**config.mk**
```make
export PLATFORM = sky130hd
export DESIGN_NAME = ivsig_hunter
export DESIGN_NICKNAME = d
export VERILOG_FILES = /design/src/rtl/ivsig_pkg.sv /design/src/rtl/ivsig_history.sv /design/src/rtl/ivsig_match.sv /design/src/rtl/ivsig_ctrl.sv /design/src/rtl/ivsig_hunter.sv
export SDC_FILE = /design/constraint.sdc
export NUM_CORES = 1
export LEC_CHECK = 0
export BUFFER_PORTS_ARGS = -buffer_cell sky130_fd_sc_hd__buf_2
export CORE_ASPECT_RATIO = 1.5
export CORE_MARGIN = 2
export CORE_UTILIZATION = 35
export CTS_BUF_LIST = sky130_fd_sc_hd__clkbuf_4
export DETAILED_ROUTE_END_ITERATION = 6
export SLEW_MARGIN = 20
export SYNTH_ARGS = -nofsm -noshare
export SYNTH_HDL_FRONTEND = slang
export SYNTH_SLANG_ARGS = --single-unit
export TNS_END_PERCENT = 20
```
**constraint.sdc**
```tcl
create_clock -name clk -period 2.43 [get_ports clk]
set_clock_uncertainty 0.2 [all_clocks]
set_input_delay 0.3645 -clock clk [delete_from_list [all_inputs] [get_ports clk]]
set_output_delay 0.3645 -clock clk [all_outputs]
set_load 0.005 [all_outputs]
```
**src/rtl/ivsig_pkg.sv**
```systemverilog
package ivsig_pkg;
  typedef enum logic {HUNT_IDLE = 1'b0, HUNT_ON = 1'b1} hunt_state_e;

  localparam int unsigned SIG_CNT    = 3;
  localparam int unsigned SIG_SYNC   = 0;
  localparam int unsigned SIG_HARD   = 1;
  localparam int unsigned SIG_CABLE  = 2;
endpackage

```
**src/rtl/ivsig_history.sv**
```systemverilog
module ivsig_history #(
  parameter int unsigned W = 32
) (
  input  logic         clk,
  input  logic         rst,
  input  logic         clr,
  input  logic         shift_en,
  input  logic         cls_in,
  output logic [W-1:0] hist_nxt
);
  logic [W-1:0] hist_q;

  assign hist_nxt = {cls_in, hist_q[W-1:1]};

  always_ff @(posedge clk) begin
    if (rst || clr) hist_q <= '0;
    else if (shift_en) hist_q <= hist_nxt;
  end

  // a re-arm leaves an empty history behind
  p_clear_on_arm_r8: assert property (@(posedge clk) disable iff (rst)
    clr |=> (hist_q == '0));

  // newest class lands at the top, older classes move down one place
  p_shift_order_r2: assert property (@(posedge clk) disable iff (rst)
    (shift_en && !clr) |=> (hist_q[W-1] == $past(cls_in)) &&
                           (hist_q[W-2:0] == $past(hist_q[W-1:1])));
endmodule

```
**src/rtl/ivsig_match.sv**
```systemverilog
module ivsig_match #(
  parameter int unsigned   W    = 32,
  parameter int unsigned   N    = 3,
  parameter logic [N*W-1:0] SIGS = '0
) (
  input  logic [W-1:0] hist,
  output logic [N-1:0] hit
);
  for (genvar g = 0; g < N; g++) begin : g_cmp
    assign hit[g] = (hist == SIGS[g*W +: W]);
  end
endmodule

```
**src/rtl/ivsig_ctrl.sv**
```systemverilog
module ivsig_ctrl
  import ivsig_pkg::*;
#(
  parameter int unsigned N = 3
) (
  input  logic         clk,
  input  logic         rst,
  input  logic         arm,
  input  logic         rx_timeout,
  input  logic         iv_valid,
  input  logic [N-1:0] hit,
  output logic         clr,
  output logic         shift_en,
  output logic [N-1:0] pulse_q
);
  hunt_state_e state_q;

  assign clr      = arm;
  assign shift_en = (state_q == HUNT_ON) && iv_valid && !arm && !rx_timeout;

  always_ff @(posedge clk) begin
    if (rst) begin
      state_q <= HUNT_IDLE;
      pulse_q <= '0;
    end else begin
      pulse_q <= shift_en ? hit : '0;
      if (arm) state_q <= HUNT_ON;
      else if (state_q == HUNT_ON && rx_timeout) state_q <= HUNT_IDLE;
      else if (shift_en && (|hit)) state_q <= HUNT_IDLE;
    end
  end

  // never two reports at once
  p_onehot_r6: assert property (@(posedge clk) disable iff (rst)
    $onehot0(pulse_q));

  // a report lasts a single cycle
  p_single_cycle_r6: assert property (@(posedge clk) disable iff (rst)
    (|pulse_q) |=> (pulse_q == '0));

  // no search, no report
  p_idle_quiet_r7: assert property (@(posedge clk) disable iff (rst)
    (state_q == HUNT_IDLE) |=> (pulse_q == '0));

  // an expired window ends the search
  p_timeout_stops_r9: assert property (@(posedge clk) disable iff (rst)
    (rx_timeout && !arm) |=> (state_q == HUNT_IDLE));

  // every report follows an interval strobe
  p_pulse_cause_r3: assert property (@(posedge clk) disable iff (rst)
    (|pulse_q) |-> $past(iv_valid));

  // the first report closes the window
  p_stop_after_hit_r7: assert property (@(posedge clk) disable iff (rst)
    ((|pulse_q) && !$past(arm)) |-> (state_q == HUNT_IDLE) || $past(arm));
endmodule

```
**src/rtl/ivsig_hunter.sv**
```systemverilog
module ivsig_hunter
  import ivsig_pkg::*;
#(
  parameter int unsigned       HIST_W    = 32,
  parameter logic [HIST_W-1:0] SYNC_SIG  = 32'h36DB6DB6,
  parameter logic [HIST_W-1:0] HARD_SIG  = 32'hF33F3F3F,
  parameter logic [HIST_W-1:0] CABLE_SIG = 32'h3C7FE0FF
) (
  input  logic clk,
  input  logic rst,
  input  logic arm,
  input  logic rx_timeout,
  input  logic iv_valid,
  input  logic iv_short,
  output logic sync_pulse,
  output logic hreset_pulse,
  output logic creset_pulse
);
  localparam int unsigned             NSIG     = SIG_CNT;
  localparam logic [NSIG*HIST_W-1:0] SIG_BANK = {CABLE_SIG, HARD_SIG, SYNC_SIG};

  logic [HIST_W-1:0] hist_nxt;
  logic [NSIG-1:0]   hit;
  logic [NSIG-1:0]   pulse_q;
  logic              clr;
  logic              shift_en;

  ivsig_history #(.W(HIST_W)) u_hist (
    .clk      (clk),
    .rst      (rst),
    .clr      (clr),
    .shift_en (shift_en),
    .cls_in   (iv_short),
    .hist_nxt (hist_nxt)
  );

  ivsig_match #(.W(HIST_W), .N(NSIG), .SIGS(SIG_BANK)) u_match (
    .hist (hist_nxt),
    .hit  (hit)
  );

  ivsig_ctrl #(.N(NSIG)) u_ctrl (
    .clk        (clk),
    .rst        (rst),
    .arm        (arm),
    .rx_timeout (rx_timeout),
    .iv_valid   (iv_valid),
    .hit        (hit),
    .clr        (clr),
    .shift_en   (shift_en),
    .pulse_q    (pulse_q)
  );

  assign sync_pulse   = pulse_q[SIG_SYNC];
  assign hreset_pulse = pulse_q[SIG_HARD];
  assign creset_pulse = pulse_q[SIG_CABLE];
endmodule

```
==> flow_metrics.env, run 1 <==
export IMPL_cts_root_buffer="clkbuf_4"
export IMPL_end_kind="flip-flop"
export IMPL_firstDrtPassIters=5
export IMPL_p_seq_share_pct=57.5
export IMPL_grt_pass1_wl_um=4595
export IMPL_tightest_slew_ns=0.5744
export IMPL_p_sw_mw=0.1953
export IMPL_critical_path_startpoint="u_hist.hist_q[10]"
export IMPL_avgSynthCellArea_um2=7.836
export IMPL_grt_pass1_vias=1082
export IMPL_clk_pin_slew_ns=0.10
export IMPL_synth_top_area_share_pct=51.09
export IMPL_portBuffers=8
export IMPL_numCtsBuffers=5
export IMPL_cp_arrival_ns=1.70
export IMPL_grt_max_degree=35
export IMPL_slew_violations=0
export IMPL_layout_min_cycle_time_ns=1.677
export IMPL_vias_per_cell=5.196
export IMPL_core_mm2=0.003716
export IMPL_layout_nets=187
export IMPL_drcViolationCount=0
export IMPL_hold_violations=0
export IMPL_cap_viol_max_count=0
export IMPL_ant_nets=0
export IMPL_cts_setup_buffers=0
export IMPL_p_clk_share_pct=40.1
export IMPL_initial_utilization_pct=36.90
export IMPL_pwr_share_comb_pct=2.4
export IMPL_layout_drive_gt1_share_pct=11.05
export IMPL_setup_viol_count_final=0
export IMPL_syn_area_mm2=0.001371
export IMPL_area_delta_synth_final_pct=10.13
export IMPL_cts_hold_buf=0
export IMPL_hold_path_class="in2reg"
export IMPL_die_h_um=80.66
export IMPL_seqCellArea_um2=700.7
export IMPL_yosysWarnings=0
export IMPL_synth_area_leaders="dfxtp_1 (51%), nand2_1 (17%), a21oi_1 (11%)"
export IMPL_grt_usage_pct=14.45
export IMPL_multi_input_area_um2=618.1
export IMPL_num_rows=27
export IMPL_r2r_end="u_ctrl.state_q"
export IMPL_synth_seq_cells=35
export IMPL_rsz0062_at_grt="no"
export IMPL_synth_common_cells="nand2_1 (63), dfxtp_1 (35), a21oi_1 (31)"
export IMPL_wl_per_cell_um=12.94
export IMPL_wl_um=2899
export IMPL_ys_async_sr_fraction_pct=0
export IMPL_swShare_pct=19.55
export IMPL_cts_sink_count=35
export IMPL_worstReg2RegStart="u_hist.hist_q[10]"
export IMPL_htree_levels=2
export IMPL_power_leakage_nw=0.4445
export IMPL_syn_nets=181
export IMPL_yosys_cell_types_count=24
export IMPL_status="finished clean"
export IMPL_reg2reg_depth=5
export IMPL_synth_top_area_cell="dfxtp_1"
export IMPL_fmax_mhz=596.3
export IMPL_vias=1164
export IMPL_ir_drop_mv=0.2988
export IMPL_finalSetupTns_ns=0
export IMPL_power_per_cell_area_mw_per_mm2=661.6
export IMPL_gp_congestion=0.7116
export IMPL_yosysMostFrequentCell="nand2_1"
export IMPL_intPower_mw=0.8038
export IMPL_maxSlewHeadroom_pct=61.71
export IMPL_cpPeakStageDelay_ns=0.36
export IMPL_timing_final_crit_share_pct=69.01
export IMPL_ys_seq_area_share_pct=51.09
export IMPL_n_fill_cell=400
export IMPL_endpoint="u_ctrl.state_q"
export IMPL_syn_inst=175
export IMPL_cts_resized_gates=0
export IMPL_die_area_mm2=0.004445
export IMPL_die_x_um=55.11
export IMPL_worstSkewPairLatency_ns=0.33
export IMPL_ioPinCount=9
export IMPL_synth_main_ff_cell="dfxtp_1"
export IMPL_clockBufferDepth=2
export IMPL_reg2reg_slack_ns=0.75
export IMPL_post_dp_hpwl_um=2061
export IMPL_hold_slack_ns=0.03692
export IMPL_synth_edf_count=0
export IMPL_critPathKind="reg2reg"
export IMPL_antenna_found_initial=0
export IMPL_slowest_stage="nor4_1"
export IMPL_grt_ovfl_total=0
export IMPL_cp_max_fo=4
export IMPL_num_antenna_cells=0
export IMPL_drt_iter0_markers=25
export IMPL_cts_tree="done"
export IMPL_cp_required_ns=2.45
export IMPL_startpoint_type="flip-flop"
export IMPL_cp_cell_sequence="or2_2 -> nor4_1 -> nand4_1 -> nand3_1 -> a211oi_1"
==> cells in the final DEF, fill, tap and decap left out, drive strengths merged <==
| cell type | n |
|---|---|
| buf | 10 |
| or4b | 1 |
| nor3b | 2 |
| nor3 | 3 |
| nand3 | 4 |
| nand2b | 1 |
| a21oi | 31 |
| nor2 | 2 |
| nand2 | 63 |
| or4bb | 1 |
| nor4b | 1 |
| bufinv | 1 |
| nand4b | 4 |
| clkbuf | 6 |
| and2 | 1 |
| dfxtp | 35 |
| nor2b | 2 |
| or3b | 1 |
| or2 | 2 |
| nand4 | 3 |
| a211oi | 1 |
| nor4 | 4 |
| inv | 2 |
==> metal layers <==
| metal | vias to the layer above | track usage, % | wire length [µm] |
|---|---|---|---|
| met4 | 0 | 5.854 | 48 |
| met3 | 5 | 5.019 | 101 |
| li1 | 598 | - | - |
| met2 | 23 | 27.14 | 1577 |
| met5 | - | 0 | 0 |
| met1 | 538 | 13.16 | 1172 |
==> state kept, by name, summed over array words and instances, names as in the netlist <==
register        flops
u_ctrl.pulse_q      3
u_hist.hist_q      31
u_ctrl.state_q      1
==> critical path, delay by kind of cell, from the launching register on <==
family	cells	cell delay [ns]
AO/OA/AOI/OAI	1	0.07
flip-flops	1	0.35
AND/OR/NAND/NOR	4	0.95
==> power groups by stage <==
stage	clock network, mW	logic (mW)	registers (mW)
floorplan	0	0.0162	0.588
global placement	0	0.0234	0.588
detailed placement	0	0.0243	0.588
CTS	0.406	0.0243	0.575
global route	0.428	0.0263	0.575
finish	0.400	0.0240	0.575
==> stage by stage <==
stage / std cells / setup slack, ns / utilization (%) / instance area [µm²] / total power, mW
CTS: 224 / 0.7569 / 40.64 / 1510 / 1.005
global route: 224 / 0.5149 / 40.64 / 1510 / 1.029
floorplan: 175 / 0.8676 / - / 1371 / 0.6040
finish: 224 / 0.7531 / 40.64 / 1510 / 0.9991
global placement: 217 / 0.6776 / 38.62 / 1435 / 0.6114
detailed placement: 217 / 0.6640 / 38.62 / 1435 / 0.6123
==> kinds of logic after synthesis <==
logic type | count (synthesis) | synth area share, %
AOI/OAI and AO/OA | 32 | 11.86
buffers and inverters | 13 | 3.832
DFF | 35 | 51.09
and+or+nand+nor | 95 | 33.21
==> how the worst min path moves through the flow <==
stage	start	end	slack, ns	depth (start not counted)
6_report	rst	u_ctrl.state_q	0.04	2
3_3_place_gp	u_hist.hist_q[14]	u_hist.hist_q[13]	0.25	2
4_1_cts	rst	u_ctrl.state_q	0.03	2
3_5_place_dp	u_hist.hist_q[1]	u_hist.hist_q[1]	0.26	2
5_1_grt	rst	u_ctrl.state_q	0.03	2
2_1_floorplan	rst	u_ctrl.state_q	0.24	1
==> area by class of cell <==
class	count	share of cell area, %
flip-flops and latches	35	46.40
multi-input cells	127	40.93
repair buffers	10	3.645
well taps	43	3.563
clock buffers	6	2.983
clock inverters	1	1.988
inverters	2	0.4971
No activity file was read; power rests on OpenSTA's default activity.
==> inputs of run 2 (changes only) <==
==> constraint.sdc (replaced) <==
create_clock -name clk -period 1.6 [get_ports clk]
set_clock_uncertainty 0.2 [all_clocks]
set_input_delay 0.24 -clock clk [delete_from_list [all_inputs] [get_ports clk]]
set_output_delay 0.24 -clock clk [all_outputs]
set_load 0.005 [all_outputs]
==> run 2 against run 1 <==
The run now ends with setup timing left. Die area is the same. Count of clock-buffer cells in the layout shrank 1. Sequential power grew 52%. Cell area grew 13%. Sequential cell count is the same. Critical path type unchanged. Largest power group unchanged. Highest routed layer unchanged.
==> flow_metrics.env, run 2 (same netlist as run 1, synthesis figures left out) <==
export IMPL_ir_drop_mv=0.5550
export IMPL_largest_reg_flops=31
export IMPL_drcViolationCount=0
export IMPL_wl_per_cell_um=13.05
export IMPL_cpPeakStageDelay_ns=0.53
export IMPL_antenna_found_initial=0
export IMPL_end_kind="flip-flop"
export IMPL_hold_violations=0
export IMPL_initial_utilization_pct=36.90
export IMPL_worst_slack_ns=-0.05902
export IMPL_fmax_mhz=602.8
export IMPL_slew_violations=0
export IMPL_status="complete, but fails checks"
export IMPL_ant_nets=0
export IMPL_num_rows=27
export IMPL_area_delta_synth_final_pct=24.18
export IMPL_critical_path_startpoint="u_hist.hist_q[19]"
export IMPL_cp_top_family="simple AND/OR/NAND/NOR gates"
export IMPL_drt_iter0_markers=39
export IMPL_grt_pass1_vias=1205
export IMPL_gp_congestion=0.7333
export IMPL_reg_top3="u_hist.hist_q: 31 flops, u_ctrl.pulse_q: 3 flops, u_ctrl.state_q: 1 flops"
export IMPL_startpoint_type="flip-flop"
export IMPL_htree_levels=2
export IMPL_cap_viol_max_count=0
export IMPL_layout_drive_gt1_share_pct=19.19
export IMPL_power_per_cell_area_mw_per_mm2=916.0
export IMPL_cp_arrival_ns=1.70
export IMPL_timing_final_crit_share_pct=103.7
export IMPL_hold_path_class="in2reg"
export IMPL_top_register="u_hist.hist_q"
export IMPL_slowest_stage="or4b_4"
export IMPL_cts_tree="done"
export IMPL_cp_required_ns=1.64
export IMPL_crit_buf_inv=0
export IMPL_die_x_um=55.11
export IMPL_hp_start="rx_timeout"
export IMPL_die_area_mm2=0.004445
export IMPL_post_dp_hpwl_um=2169
export IMPL_cts_sink_count=35
export IMPL_final_cell_mix="nand2_1 (63), dfxtp_1 (35), a21oi_1 (31)"
export IMPL_cts_setup_buffers=0
export IMPL_final_common_cell="nand2_1"
export IMPL_worstReg2RegStart="u_hist.hist_q[19]"
export IMPL_numCtsBuffers=5
export IMPL_num_antenna_cells=0
export IMPL_firstDrtPassIters=5
export IMPL_place_area_mm2=0.001565
export IMPL_layout_nets=203
export IMPL_die_h_um=80.66
export IMPL_final_area_mm2=0.001703
export IMPL_maxSlewHeadroom_pct=72.73
export IMPL_cp_cell_sequence="or4b_4 -> nor4_2 -> nand3_1 -> nand3_1 -> a211oi_1"
export IMPL_grt_ovfl_total=0
export IMPL_grt_pass1_wl_um=5168
export IMPL_vias_per_cell=5.220
export IMPL_hold_slack_ns=0.01838
export IMPL_cts_root_buffer="clkbuf_4"
export IMPL_core_mm2=0.003716
export IMPL_ioPinCount=9
export IMPL_portBuffers=8
export IMPL_worstSkewPairLatency_ns=0.35
export IMPL_n_fill_cell=378
export IMPL_grt_max_degree=35
export IMPL_clk_pin_slew_ns=0.11
export IMPL_cp_max_fo=2
export IMPL_vias=1258
export IMPL_layout_min_cycle_time_ns=1.659
export IMPL_grt_usage_pct=16.57
export IMPL_violations="setup timing"
export IMPL_power_leakage_nw=0.5623
export IMPL_clockBufferDepth=2
export IMPL_tightest_slew_ns=0.4053
export IMPL_critPathKind="reg2reg"
export IMPL_wl_um=3145
export IMPL_fin_util_pct=45.82
export IMPL_setup_viol_count_final=2
export IMPL_rsz0062_at_grt="yes"
export IMPL_crit_path_frequent_cell="nand3_1"
run 2: changes by cell type in the layout (fill, tap and decap cells not counted), sizes merged:
cell         change
clkbuf           -1
dlygate4sd3      +2
buf             +14
clkinv           +2
run 2: worst register-to-register path, cell delays in order (launching register included):
cell and delay [ns]:
dfxtp_1 0.32, or4b_4 0.53, nor4_2 0.17, nand3_1 0.14, nand3_1 0.12, a211oi_1 0.07
run 2: path summary, 6_finish.rpt:
| kind | to | slack, ns | depth (start not counted) |
|---|---|---|---|
| setup / recovery | u_ctrl.state_q | -0.06 | 5 |
| hold / removal | u_ctrl.state_q | 0.02 | 4 |
| hold reg to reg | u_hist.hist_q[1] | 0.28 | 2 |
| setup reg to reg | u_ctrl.state_q | -0.06 | 5 |
run 2: layout make-up:
cell class | count | area [µm²] | share of cell area, %
clock inverters | 3 | 43.79 | 2.572
well taps | 43 | 53.80 | 3.159
clock buffers | 5 | 37.54 | 2.204
repair buffers | 26 | 205.2 | 12.05
multi-input cells | 127 | 654.4 | 38.43
flip-flops and latches | 35 | 700.7 | 41.15
inverters | 2 | 7.507 | 0.4409
run 2: metrics by stage:
step / setup TNS [ns] / setup WS (ns) / power [mW] / cells
global placement: -0.01512 / -0.01512 / 0.9346 / 231
floorplan: 0 / 0.04395 / 0.9173 / 175
global route: -0.3635 / -0.1544 / 1.623 / 241
finish: -0.1121 / -0.05902 / 1.560 / 241
CTS: -0.06977 / -0.03683 / 1.581 / 241
detailed placement: -0.05821 / -0.03475 / 0.9352 / 231
run 2: repair_timing:
action / in CTS / in global routing
gates resized for setup: 1 / 5
endpoints found under the setup margin: 2 / 27
pin swaps: 0 / 0
hold endpoints to repair: 4 / 0
hold buffers: 2 / 0
run 2: per-layer routing:
| metal | part of all wire (%) | track usage, % | up-vias | wire [µm] |
|---|---|---|---|---|
| met4 | 1.6 | 7.317 | 0 | 51 |
| met5 | 0 | 0 | - | 0 |
| met2 | 56 | 29.29 | 22 | 1747 |
| li1 | - | - | 631 | - |
| met3 | 3.2 | 5.019 | 5 | 102 |
| met1 | 40 | 17.07 | 600 | 1243 |
run 2: power breakdown:
| group | total (mW) | switching, mW | internal, mW |
|---|---|---|---|
| logic | 0.0476 | 0.0299 | 0.0177 |
| registers | 0.873 | 0.000330 | 0.873 |
| clock network | 0.639 | 0.311 | 0.329 |
